===== src/rtl/pwm_sync_pkg.sv =====
package pwm_sync_pkg;

    // Per-generator commit request machine
    typedef enum logic {
        SYNC_IDLE  = 1'b0,   // no commit waiting
        SYNC_ARMED = 1'b1    // commit waits for counter zero
    } sync_state_e;

    // Register map: control at 0, then period/threshold pairs per generator
    localparam int unsigned CTRL_ADDR = 0;

    function automatic int unsigned period_addr(input int unsigned gen);
        return 1 + 2 * gen;
    endfunction

    function automatic int unsigned thresh_addr(input int unsigned gen);
        return 2 + 2 * gen;
    endfunction

endpackage


===== src/rtl/pwm_reg_decode.sv =====
module pwm_reg_decode
    import pwm_sync_pkg::*;
#(
    parameter int NUM_GEN = 4,
    parameter int ADDR_W  = 4,
    parameter int DATA_W  = 32,
    parameter int CNT_W   = 16
) (
    input  logic               wr_en,
    input  logic [ADDR_W-1:0]  wr_addr,
    input  logic [DATA_W-1:0]  wr_data,
    output logic [NUM_GEN-1:0] sync_req,
    output logic [NUM_GEN-1:0] period_we,
    output logic [NUM_GEN-1:0] thresh_we,
    output logic [CNT_W-1:0]   wval
);

    logic ctrl_hit;
    logic unused_hi;

    always_comb begin
        ctrl_hit = wr_en && (wr_addr == ADDR_W'(CTRL_ADDR));
        wval     = wr_data[CNT_W-1:0];
    end

    assign unused_hi = ^wr_data[DATA_W-1:CNT_W];

    for (genvar g = 0; g < NUM_GEN; g++) begin : g_dec
        always_comb begin
            sync_req[g]  = ctrl_hit && wr_data[g];
            period_we[g] = wr_en && (wr_addr == ADDR_W'(period_addr(g)));
            thresh_we[g] = wr_en && (wr_addr == ADDR_W'(thresh_addr(g)));
        end
    end

endmodule


===== src/rtl/pwm_gen_unit.sv =====
module pwm_gen_unit
    import pwm_sync_pkg::*;
#(
    parameter int              CNT_W    = 16,
    parameter logic [CNT_W-1:0] RST_LOAD = 16'd9,
    parameter logic [CNT_W-1:0] RST_CMP  = 16'd4
) (
    input  logic             clk,
    input  logic             rst_n,
    input  logic             period_we,
    input  logic             thresh_we,
    input  logic [CNT_W-1:0] wval,
    input  logic             sync_req,
    output logic             pwm_o,
    output logic             sync_o,
    output logic             zero_o,
    output logic [CNT_W-1:0] cnt_o,
    output logic [CNT_W-1:0] act_load_o
);

    sync_state_e      state_q, state_d;
    logic [CNT_W-1:0] cnt_q;
    logic [CNT_W-1:0] act_load_q, act_cmp_q;
    logic [CNT_W-1:0] sh_load_q, sh_cmp_q;
    logic             at_zero;
    logic             commit;

    always_comb begin
        at_zero = (cnt_q == '0);
        commit  = (state_q == SYNC_ARMED) && at_zero;
    end

    // Next-state logic: ARM from idle, COMMIT from armed at counter zero
    always_comb begin
        state_d = state_q;
        unique case (state_q)
            SYNC_IDLE:  if (sync_req) state_d = SYNC_ARMED;
            SYNC_ARMED: if (at_zero)  state_d = SYNC_IDLE;
            default:    state_d = SYNC_IDLE;
        endcase
    end

    // State register
    always_ff @(posedge clk or negedge rst_n) begin
        if (!rst_n) state_q <= SYNC_IDLE;
        else        state_q <= state_d;
    end

    // Shadow copies: last write wins
    always_ff @(posedge clk or negedge rst_n) begin
        if (!rst_n) begin
            sh_load_q <= RST_LOAD;
            sh_cmp_q  <= RST_CMP;
        end else begin
            if (period_we) sh_load_q <= wval;
            if (thresh_we) sh_cmp_q  <= wval;
        end
    end

    // Active pair: only the commit moves shadow to active
    always_ff @(posedge clk or negedge rst_n) begin
        if (!rst_n) begin
            act_load_q <= RST_LOAD;
            act_cmp_q  <= RST_CMP;
        end else if (commit) begin
            act_load_q <= sh_load_q;
            act_cmp_q  <= sh_cmp_q;
        end
    end

    // Down-counter with reload from the value active after this edge
    always_ff @(posedge clk or negedge rst_n) begin
        if (!rst_n)       cnt_q <= RST_LOAD;
        else if (at_zero) cnt_q <= commit ? sh_load_q : act_load_q;
        else              cnt_q <= cnt_q - 1'b1;
    end

    // Output process
    always_comb begin
        pwm_o      = (cnt_q > act_cmp_q);
        sync_o     = (state_q == SYNC_ARMED);
        zero_o     = at_zero;
        cnt_o      = cnt_q;
        act_load_o = act_load_q;
    end

endmodule


===== src/rtl/pwm_sync_ctrl.sv =====
module pwm_sync_ctrl
    import pwm_sync_pkg::*;
#(
    parameter int              NUM_GEN  = 4,
    parameter int              ADDR_W   = 4,
    parameter int              CNT_W    = 16,
    parameter logic [CNT_W-1:0] RST_LOAD = 16'd9,
    parameter logic [CNT_W-1:0] RST_CMP  = 16'd4
) (
    input  logic               clk,
    input  logic               rst_n,
    input  logic               wr_en,
    input  logic [ADDR_W-1:0]  wr_addr,
    input  logic [31:0]        wr_data,
    output logic [31:0]        ctrl_rd_data,
    output logic [NUM_GEN-1:0] pwm_o
);

    localparam int DATA_W = 32;
    localparam int FLAT_W = NUM_GEN * CNT_W;

    logic [NUM_GEN-1:0] sync_req, period_we, thresh_we;
    logic [NUM_GEN-1:0] sync_vec, zero_vec;
    logic [CNT_W-1:0]   wval;
    logic [FLAT_W-1:0]  cnt_flat, act_load_flat;

    pwm_reg_decode #(
        .NUM_GEN (NUM_GEN),
        .ADDR_W  (ADDR_W),
        .DATA_W  (DATA_W),
        .CNT_W   (CNT_W)
    ) u_dec (
        .wr_en     (wr_en),
        .wr_addr   (wr_addr),
        .wr_data   (wr_data),
        .sync_req  (sync_req),
        .period_we (period_we),
        .thresh_we (thresh_we),
        .wval      (wval)
    );

    for (genvar g = 0; g < NUM_GEN; g++) begin : g_unit
        pwm_gen_unit #(
            .CNT_W    (CNT_W),
            .RST_LOAD (RST_LOAD),
            .RST_CMP  (RST_CMP)
        ) u_gen (
            .clk        (clk),
            .rst_n      (rst_n),
            .period_we  (period_we[g]),
            .thresh_we  (thresh_we[g]),
            .wval       (wval),
            .sync_req   (sync_req[g]),
            .pwm_o      (pwm_o[g]),
            .sync_o     (sync_vec[g]),
            .zero_o     (zero_vec[g]),
            .cnt_o      (cnt_flat[g*CNT_W +: CNT_W]),
            .act_load_o (act_load_flat[g*CNT_W +: CNT_W])
        );
    end

    always_comb begin
        ctrl_rd_data                = '0;
        ctrl_rd_data[NUM_GEN-1:0]   = sync_vec;
    end

endmodule


===== config.mk =====
export PLATFORM = sky130hd
export DESIGN_NAME = pwm_sync_ctrl
export DESIGN_NICKNAME = d
export VERILOG_FILES = /design/src/rtl/pwm_sync_pkg.sv /design/src/rtl/pwm_reg_decode.sv /design/src/rtl/pwm_gen_unit.sv /design/src/rtl/pwm_sync_ctrl.sv
export SDC_FILE = /design/constraint.sdc
export NUM_CORES = 1
export LEC_CHECK = 0
export ABC_AREA = 1
export BUFFER_PORTS_ARGS = -buffer_cell sky130_fd_sc_hd__buf_4
export CAP_MARGIN = 40
export CORE_MARGIN = 2
export CORE_UTILIZATION = 56
export DETAILED_ROUTE_END_ITERATION = 8
export PLACE_DENSITY_LB_ADDON = 0.15
export REMOVE_ABC_BUFFERS = 1
export SLEW_MARGIN = 20
export SYNTH_ARGS = -nofsm -noshare
export SYNTH_HDL_FRONTEND = slang
export SYNTH_HIERARCHICAL = 1
export SYNTH_SLANG_ARGS = --single-unit

===== constraint.sdc =====
create_clock -name clk -period 1.65 [get_ports clk]
set_input_delay 0.33 -clock clk [delete_from_list [all_inputs] [get_ports clk]]
set_output_delay 0.33 -clock clk [all_outputs]
set_load 0.01 [all_outputs]

==> results.md, run 1 <==
Outcome:
- The run finished, with violations left.
- The checks that failed: setup timing.

Power and ir drop:
- The share of power burned in the clock network is 25.4%.
- Net switching is 35.2% of the power.
- In this run the power spent charging and discharging nets is 11.5 mW.
- The power per cell area is 1470 mW/mm^2.
- The worst voltage drop across the vdd grid is 0.00115 V.
- The share of power burned in combinational logic is 39.9%.
- Of the total power, registers draw 34.7%.
- Internal power comes to 21.2 mW.
- The leakage power summed over all cells is 11.0 nW.

CTS:
- The number of clock buffers inserted by TritonCTS is 37.
- The clock tree from TritonCTS is done.
- The number of levels in the clock H-tree is 2.
- Clock-pin slew was measured on the worst setup and hold paths at 0.06 ns.
- The tree built by TritonCTS fans out to 324 sinks.
- The largest buffer count on any clock path is 3.
- The buffer type at the clock tree root is sky130_fd_sc_hd__clkbuf_16.
- The clock insertion delay at the later pin of the skew report is 0.52 ns.

Placed design:
- The HPWL after detailed placement is 28,300 um.
- The final weighted congestion in routability-driven placement is 0.862.
- Buffers placed on the I/O ports in this run total 30.
- OpenSTA, run right after detailed placement, puts the worst setup slack at -0.251 ns.
- The placed instance count is 2,490.

Synth:
- The most used flip-flop cell after synthesis is sky130_fd_sc_hd__dfrtp_1.
- By area the synthesized netlist is led by sky130_fd_sc_hd__dfrtp_1 (43%), sky130_fd_sc_hd__nand2_1 (9.8%), sky130_fd_sc_hd__inv_1 (5.9%).
- In this run, synthesis inferred 0 flip-flops with an integrated enable.
- A synthesized cell averages 8.82 um^2.
- In the synthesized netlist the async set-or-reset flop fraction comes to 100%.
- After technology mapping, the gate count stands at 1,942.
- The number of library cell types mapped by synthesis is 34.
- The top cell type by area accounts for 42.7% of the synthesized area.
- The post-synthesis cell type with the largest combined area is sky130_fd_sc_hd__dfrtp_1.
- In this run, synthesis produced a sequential element count of 324.
- The fraction of the yosys area taken by sequential cells is 47.6%.
- The synthesis warning total is 6.
- The cell area after synthesis is 0.0171 mm^2.

Cells and area:
- 0 antenna diodes ended up in the layout.
- The most common cell after layout, fill and taps aside is sky130_fd_sc_hd__nand2_1.
- The net count reported at finish is 2,309.
- The top cell types in the final layout, fill and taps aside, are sky130_fd_sc_hd__nand2_1 (357), sky130_fd_sc_hd__dfrtp_1 (279), sky130_fd_sc_hd__inv_1 (250).
- The number of non-filler instances in the completed layout is 2,620.
- Cells fill 73.3% of the core in the end.
- The share of cells above drive strength 1 is 35.9%.
- From synthesis to final layout, the design area changed by 29.9%.

Setup path:
- For this design, the slowest cell found on the critical path is sky130_fd_sc_hd__dfstp_2.
- By instance count, the cell type seen most on the critical path is sky130_fd_sc_hd__nand2_1.
- The worst setup path is of the reg -> out kind.
- STA puts the critical path data required time at 1.32 ns.
- Data on the critical path arrives at its endpoint at 2.07 ns.
- The worst setup path is captured at an output pin.
- STA classifies the critical path startpoint as a flop.
- The critical path goes through inv_2 > ha_4 > nand2_2 > inv_2 > nand2_1 > nand2_1 > nand2_1 > nand2_2 > nand2_1 > a21oi_2 > buf_4.
- On the worst path, the slowest cell contributes a delay of 0.53 ns.
- The highest net fanout along the worst path is 2.

Drt:
- Dividing the detail-routed via count by the number of cells gives 5.29.
- The final layout contains routed wiring with a total length of 45,800 um.
- The first detailed-routing pass took 5 iterations.
- After the first detailed-routing iteration, the DRC count stood at 872.
- The total via count in the routed design is 13.8k.
- Dividing the detail-routed wire length by the instance count gives 17.5 um.
- After detailed routing, the number of remaining DRC violations is 0.
- The post-detailed-route count of antenna-violating nets is 0.

Floorplanning:
- The core region is 0.0303 mm^2.
- The overall die width is 179 um.
- The initial cell density of the core is 56.4%.
- The area enclosed by the die boundary is 0.0320 mm^2.
- The vertical die dimension is 179 um.
- The floorplan row count is 64.
- 75 I/O pins were placed.

Timing:
- Of the available clock period, the critical path in the final layout requires 145%.
- Final hold analysis gives a worst-case slack of 0.132 ns.
- The highest achievable clock rate is 417 MHz.
- Setup repair after global routing could not meet its margin everywhere.
- The post-layout minimum cycle time is 2.40 ns.
- The post-route worst setup slack is -0.750 ns.
- The count of endpoints failing setup in the final report is 139.
- The total negative setup slack is -9.80 ns.
- The final clock skew is 0.0134 ns.
- The final number of max-transition violations is 0.
- The total count of hold-check failures in the final report is 0.

Global route:
- In the global route stage, overall resource usage came out at 28.0%.
- The first-pass GRT wire length is 70,200 um.
- The via count of the first global-routing pass is 13.6k.
- The number of antenna violations at the first check in global routing came to 1.
- The met2 capacity usage during global routing is 47.5%.
- The routing usage on met1 is 37.5%.
- Global routing finished with a remaining overflow of 0.
- The global routing met3 resource utilization is 3.58%.
- After global routing, the most crowded layer is met2.
- Entering global routing, the biggest net connects 54 pins.

Worst hold path:
- The class of the tightest hold or removal check is in -> reg.

Job:
- Max-cap violations in this run came to 0.
[state kept, by name (all words and copies together), names as in the netlist]
name                     cells
g_unit.u_gen/sh_cmp_q       64
g_unit.u_gen/sync_o          4
g_unit.u_gen/sh_load_q      64
g_unit.u_gen/cnt_o          64
g_unit.u_gen/act_load_o     64
g_unit.u_gen/act_cmp_q      64
[metal layers]
metal | part of all wire (%) | vias up
met1 | 42 | 6770
met2 | 50 | 319
met5 | 0 | -
met3 | 4.3 | 98
li1 | - | 6660
met4 | 3.2 | 0
[synth_stat cells (13+ instances only)]
cell	n
sky130_fd_sc_hd__buf_4	56
sky130_fd_sc_hd__buf_2	15
sky130_fd_sc_hd__o21ai_1	39
sky130_fd_sc_hd__a21oi_1	28
sky130_fd_sc_hd__inv_1	268
sky130_fd_sc_hd__and2_1	64
sky130_fd_sc_hd__dfrtp_1	292
sky130_fd_sc_hd__nand3_1	115
sky130_fd_sc_hd__ha_1	72
sky130_fd_sc_hd__clkbuf_1	17
sky130_fd_sc_hd__buf_6	16
sky130_fd_sc_hd__dfstp_2	32
sky130_fd_sc_hd__nand2_2	28
sky130_fd_sc_hd__o21ai_2	13
sky130_fd_sc_hd__nand4_1	84
sky130_fd_sc_hd__mux2_2	64
sky130_fd_sc_hd__o21ai_0	88
sky130_fd_sc_hd__nand2_1	449
sky130_fd_sc_hd__nor2_4	17
sky130_fd_sc_hd__nor2_1	97
sky130_fd_sc_hd__nor2_2	22
[final timing paths]
| path | start | to | slack [ns] | cells past startpoint |
|---|---|---|---|---|
| max reg2reg | g_unit[3].u_gen/cnt_o[0] | g_unit[3].u_gen/act_load_o[6] | -0.13 | 10 |
| max | g_unit[1].u_gen/act_cmp_q[2] | pwm_o[1] | -0.75 | 11 |
| min in group asynchronous | rst_n | g_unit[1].u_gen/cnt_o[12] | 0.30 | 2 |
| min | wr_data[3] | g_unit[3].u_gen/sh_load_q[3] | 0.13 | 3 |
| min reg2reg | g_unit[3].u_gen/sh_cmp_q[2] | g_unit[3].u_gen/act_cmp_q[2] | 0.47 | 2 |
| max in group asynchronous | rst_n | g_unit[1].u_gen/act_load_o[3] | 0.65 | 3 |
[through the flow]
step / cell area, um^2 / power [mW]
global route: 22200 / 34.7
global placement: 19000 / 21.8
finish: 22200 / 32.7
detailed placement: 19000 / 22.2
CTS: 21100 / 31.3
floorplan: 16500 / 17.5
[power by group through the flow]
stage	Clock (mW)	Sequential, mW	Combinational, mW
5_1_grt	8.78	11.5	14.4
3_5_place_dp	0	11.3	10.9
6_report	8.30	11.3	13.0
2_1_floorplan	0	11.3	6.26
3_3_place_gp	0	11.3	10.5
4_1_cts	8.42	11.2	11.6
[cells by family after synthesis]
logic type	Yosys count	synth area share (%)
xor gates and xnor gates	24	1.23
and+or+nand+nor	905	25.9
AOI/OAI and AO/OA	176	5.54
DFF	324	47.6
other	1	0.0219
adders and majority gates	72	5.26
buffers and inverters	376	10.3
muxes	64	4.21
[critical path, delay by kind of cell, from the launching register on]
family | cells | cell delay (ns)
simple gates | 6 | 0.43
fa+ha+maj | 1 | 0.25
buf+inv | 3 | 0.23
flops | 1 | 0.53
compound gates | 1 | 0.11
[final cells by class]
type,instances,area [um^2]
timing repair buffer,285,2790
clock inverter,9,130
sequential,324,8160
inverter,272,1030
fill,2173,8110
tap,396,495
multi-input combinational,1278,8520
clock buffer,56,1110
[repair_timing]
| item | CTS | global route |
|---|---|---|
| resized for setup | 106 | 257 |
| endpoints found under the setup margin | 160 | 177 |
| buffers inserted | 27 | 26 |
| hold buffers | 1 | 0 |
| gates cloned | 11 | 5 |
| hold endpoints to repair | 27 | 0 |
| pin swaps | 45 | 132 |
No activity file was read; power rests on OpenSTA's default activity.
==> inputs of run 2 (changes only) <==
Settings changed: PLACE_DENSITY from default to 0.76, PLACE_DENSITY_LB_ADDON 0.15 to default.
==> results.md, run 2 (synthesized netlist as in run 1, its figures left out) <==
Power and ir drop:
- The leakage power summed over all cells was 10.7 nW (was 11.0 nW).
- The share of power burned in the clock network is 25.1% (was 25.4%).
- The net switching fraction of the power came to 36.2% (was 35.2%).
- The share of power burned in combinational logic is 40.6% (was 39.9%).
- The share of total power in sequential cells is 34.3% (was 34.7%).
- The switching power of the nets is 11.9 mW (was 11.5 mW).
- The power per cell area is 1500 mW/mm^2 (was 1470 mW/mm^2).
- The total chip power is 32.8 mW (was 32.7 mW).
- The worst voltage drop across the vdd grid is 0.000946 V (was 0.00115 V).
- The design internal power is 21.0 mW (was 21.2 mW).

CTS:
- The clock slew seen by the registers of the worst setup and hold paths is 0.06 ns (about the same).
- The clock tree from TritonCTS is done (unchanged).
- The number of clock sinks seen by CTS is 324 (unchanged).
- The clock insertion delay at the later pin of the skew report came to 0.53 ns (was 0.52 ns).
- The number of levels in the clock H-tree is 2 (unchanged).
- The number of clock buffers inserted by TritonCTS came to 35 (was 37).
- The buffer type at the clock tree root is sky130_fd_sc_hd__clkbuf_16 (unchanged).
- The largest buffer count on any clock path is 3 (unchanged).

Timing:
- The final hold slack is 0.131 ns (was 0.132 ns).
- The count of endpoints failing setup in the final report came to 61 (was 139).
- The post-route clock period utilization is 145% (about the same).
- The final clock skew is 0.0165 ns (was 0.0134 ns).
- The post-layout minimum cycle time came to 2.39 ns (was 2.40 ns).
- The highest achievable clock rate is 418 MHz (was 417 MHz).
- Setup repair after global routing missed its margin: yes (unchanged).
- The post-route worst setup slack is -0.745 ns (was -0.750 ns).
- The total count of hold-check failures in the final report is 0 (unchanged).
- The final number of max-transition violations is 0 (unchanged).

Drt:
- The first-pass iteration count of the detailed router was 7 (was 5).
- The total length of routed wires came to 47,600 um (was 45,800 um).
- The initial DRC count is 1,138 (was 872).
- The detail-routed via count per cell came to 5.46 (was 5.29).
- The met1 wire length is 18,800 um (was 19,400 um).
- The total via count in the routed design is 14.4k (was 13.8k).
- The highest metal layer with signal wires is met4 (unchanged).
- The wire length on met3 is 2850 um (was 1990 um).
- The remaining design rule violation count is 0 (unchanged).
- The final routed wire length divided by cell count was 18.1 um (was 17.5 um).
- The met2 wire length came to 23,700 um (was 23,000 um).
- The post-detailed-route count of antenna-violating nets was 0 (unchanged).

Cells and area:
- The sequential cell area in the final layout is 0.00816 mm^2 (about the same).
- The area occupied by multi-input gates is 0.00806 mm^2 (was 0.00852 mm^2).
- The net count reported at finish is 2,317 (was 2,309).
- The count of inserted antenna diode cells is 0 (unchanged).
- The layout-stage area growth over the synthesis result is 27.5% (was 29.9%).
- The total of fill cells in the finished design is 2,057 (was 2,173).
- The number of non-filler instances in the completed layout came to 2,629 (was 2,620).
- The most common cell after layout, fill and taps aside was sky130_fd_sc_hd__nand2_1 (unchanged).
- Most used cells in the layout excluding fill and tap cells: sky130_fd_sc_hd__nand2_1 (416), sky130_fd_sc_hd__dfrtp_1 (286), sky130_fd_sc_hd__inv_1 (247) (was sky130_fd_sc_hd__nand2_1 (357), sky130_fd_sc_hd__dfrtp_1 (279), sky130_fd_sc_hd__inv_1 (250)).
- The post-route core utilization came to 72.0% (was 73.3%).
- The share of cells above drive strength 1 was 31.1% (was 35.9%).

Outcome:
- Violations in the final reports: setup timing (unchanged).
- Result of the run: finished, violations left (unchanged).

Setup path:
- The highest net fanout along the worst path came to 2 (unchanged).
- The type of origin of the critical path is a flop (unchanged).
- The beginning of the worst register-to-register path is g_unit[2].u_gen/cnt_o[4] (was g_unit[3].u_gen/cnt_o[0]).
- The worst endpoint required time is 1.32 ns (about the same).
- The cell family contributing the most delay on the critical path is flip-flops (unchanged).
- The internal reg-to-reg setup slack was -0.15 ns (was -0.13 ns).
- The critical path depth in cells is 11 (unchanged).
- The stage delay of the slowest cell on the critical path is 0.53 ns (about the same).
- The endpoint type of the worst setup path was an output pin (unchanged).
- The number of buffers and inverters on the critical path is 3 (unchanged).
- Worst-path cell chain: inv_2 > ha_4 > nand2_2 > inv_2 > nand2_1 > nand2_1 > nand2_1 > nand2_2 > nand2_2 > a21oi_2 > buf_4 (was inv_2 > ha_4 > nand2_2 > inv_2 > nand2_1 > nand2_1 > nand2_1 > nand2_2 > nand2_1 > a21oi_2 > buf_4).
- The highest-delay cell along the critical path is sky130_fd_sc_hd__dfstp_2 (unchanged).
- The worst reg-to-reg path cell count is 7 (was 10).
- The arrival time at the worst endpoint was 2.06 ns (was 2.07 ns).
- The type of the setup path with the least slack is reg -> out (unchanged).
- The reg-to-reg endpoint is g_unit[2].u_gen/act_load_o[7] (was g_unit[3].u_gen/act_load_o[6]).

Placed design:
- The final weighted congestion in routability-driven placement is 0.928 (was 0.862).
- The placed instance count is 2,509 (was 2,490).
- The detailed placer's ending HPWL is 29,000 um (was 28,300 um).
- The number of I/O port buffers is 30 (unchanged).

Floorplanning:
- The vertical die dimension was 179 um (unchanged).
- The core box area was 0.0303 mm^2 (unchanged).
- The floorplan row count is 64 (unchanged).
- The initial cell density of the core is 56.4% (unchanged).
- The total I/O pin count is 75 (unchanged).
- The area enclosed by the die boundary was 0.0320 mm^2 (unchanged).
- The overall die width is 179 um (unchanged).

Global route:
- The total track usage came to 29.0% (was 28.0%).
- The first-pass GRT wire length is 72,400 um (was 70,200 um).
- The number of antenna violations at the first check in global routing is 1 (unchanged).
- The pin count of the biggest net entering global routing is 62 (was 54).
- The via count of the first global-routing pass is 14.3k (was 13.6k).
- The remaining global-route overflow came to 0 (unchanged).

Worst hold path:
- The class of the tightest hold or removal check is in -> reg (unchanged).
- The hold-critical path endpoint is g_unit[3].u_gen/sh_load_q[3] (unchanged).
- The launch instance of the worst min-delay path is wr_data[3] (unchanged).
- The instance count along the most critical hold path is 3 (unchanged).

Job:
- The max-cap violation count was 0 (unchanged).
-- run 2: stage by stage --
step	worst slack, ns	cell area, um^2	TNS, ns
2_1_floorplan	-0.520	16500	-21.09
3_3_place_gp	-0.234	19200	-8.58
3_5_place_dp	-0.248	19200	-13.11
4_1_cts	-0.731	21100	-2.97
5_1_grt	-0.851	21800	-12.34
6_report	-0.745	21800	-4.25
-- run 2: power by group through the flow --
stage	clock [mW]	sequential (mW)	combinational, mW
floorplan	0	11.3	6.26
global placement	0	11.2	10.7
detailed placement	0	11.2	11.1
CTS	8.31	11.2	11.9
global route	8.65	11.4	14.6
finish	8.24	11.3	13.3
-- run 2: what timing repair did --
action / CTS / global route
buffers inserted: 24 / 24
pin swaps: 64 / 95
gates resized for setup: 91 / 146
setup endpoints to repair: 162 / 194
hold endpoints to repair: 24 / 0
cloned: 9 / 4
hold buffers: 1 / 0
-- run 2: layout make-up --
type / count / area share (%)
clock inverters: 16 / 0.945
repair buffers: 296 / 13.2
multi-input cells: 1277 / 36.9
well taps: 396 / 2.27
flip-flops and latches: 324 / 37.3
inverters: 272 / 4.77
clock buffers: 48 / 4.61
-- run 2: worst max-delay path by stage --
stage                     slack, ns                    startpoint                           end
after CTS                     -0.73  g_unit[1].u_gen/act_cmp_q[2]                      pwm_o[1]
after detailed placement      -0.25      g_unit[1].u_gen/cnt_o[0]  g_unit[1].u_gen/act_cmp_q[8]
after global routing          -0.85      g_unit[2].u_gen/cnt_o[3]                      pwm_o[2]
after global placement        -0.23  g_unit[1].u_gen/act_cmp_q[2]                      pwm_o[1]
after floorplan               -0.52                    wr_addr[0]   g_unit[3].u_gen/sh_cmp_q[0]
final                         -0.74  g_unit[1].u_gen/act_cmp_q[2]                      pwm_o[1]
-- run 2: layer usage --
metal | up-vias | track usage, %
met1 | 6980 | 37.4
met4 | 0 | 12.3
met5 | - | 0
met3 | 167 | 3.22
li1 | 6671 | -
met2 | 532 | 49.8
-- run 2: worst min-delay path, cell delays in order --
cell and delay (ns):
sky130_fd_sc_hd__buf_4 0.18, sky130_fd_sc_hd__nand2_1 0.07, sky130_fd_sc_hd__o21ai_0 0.07
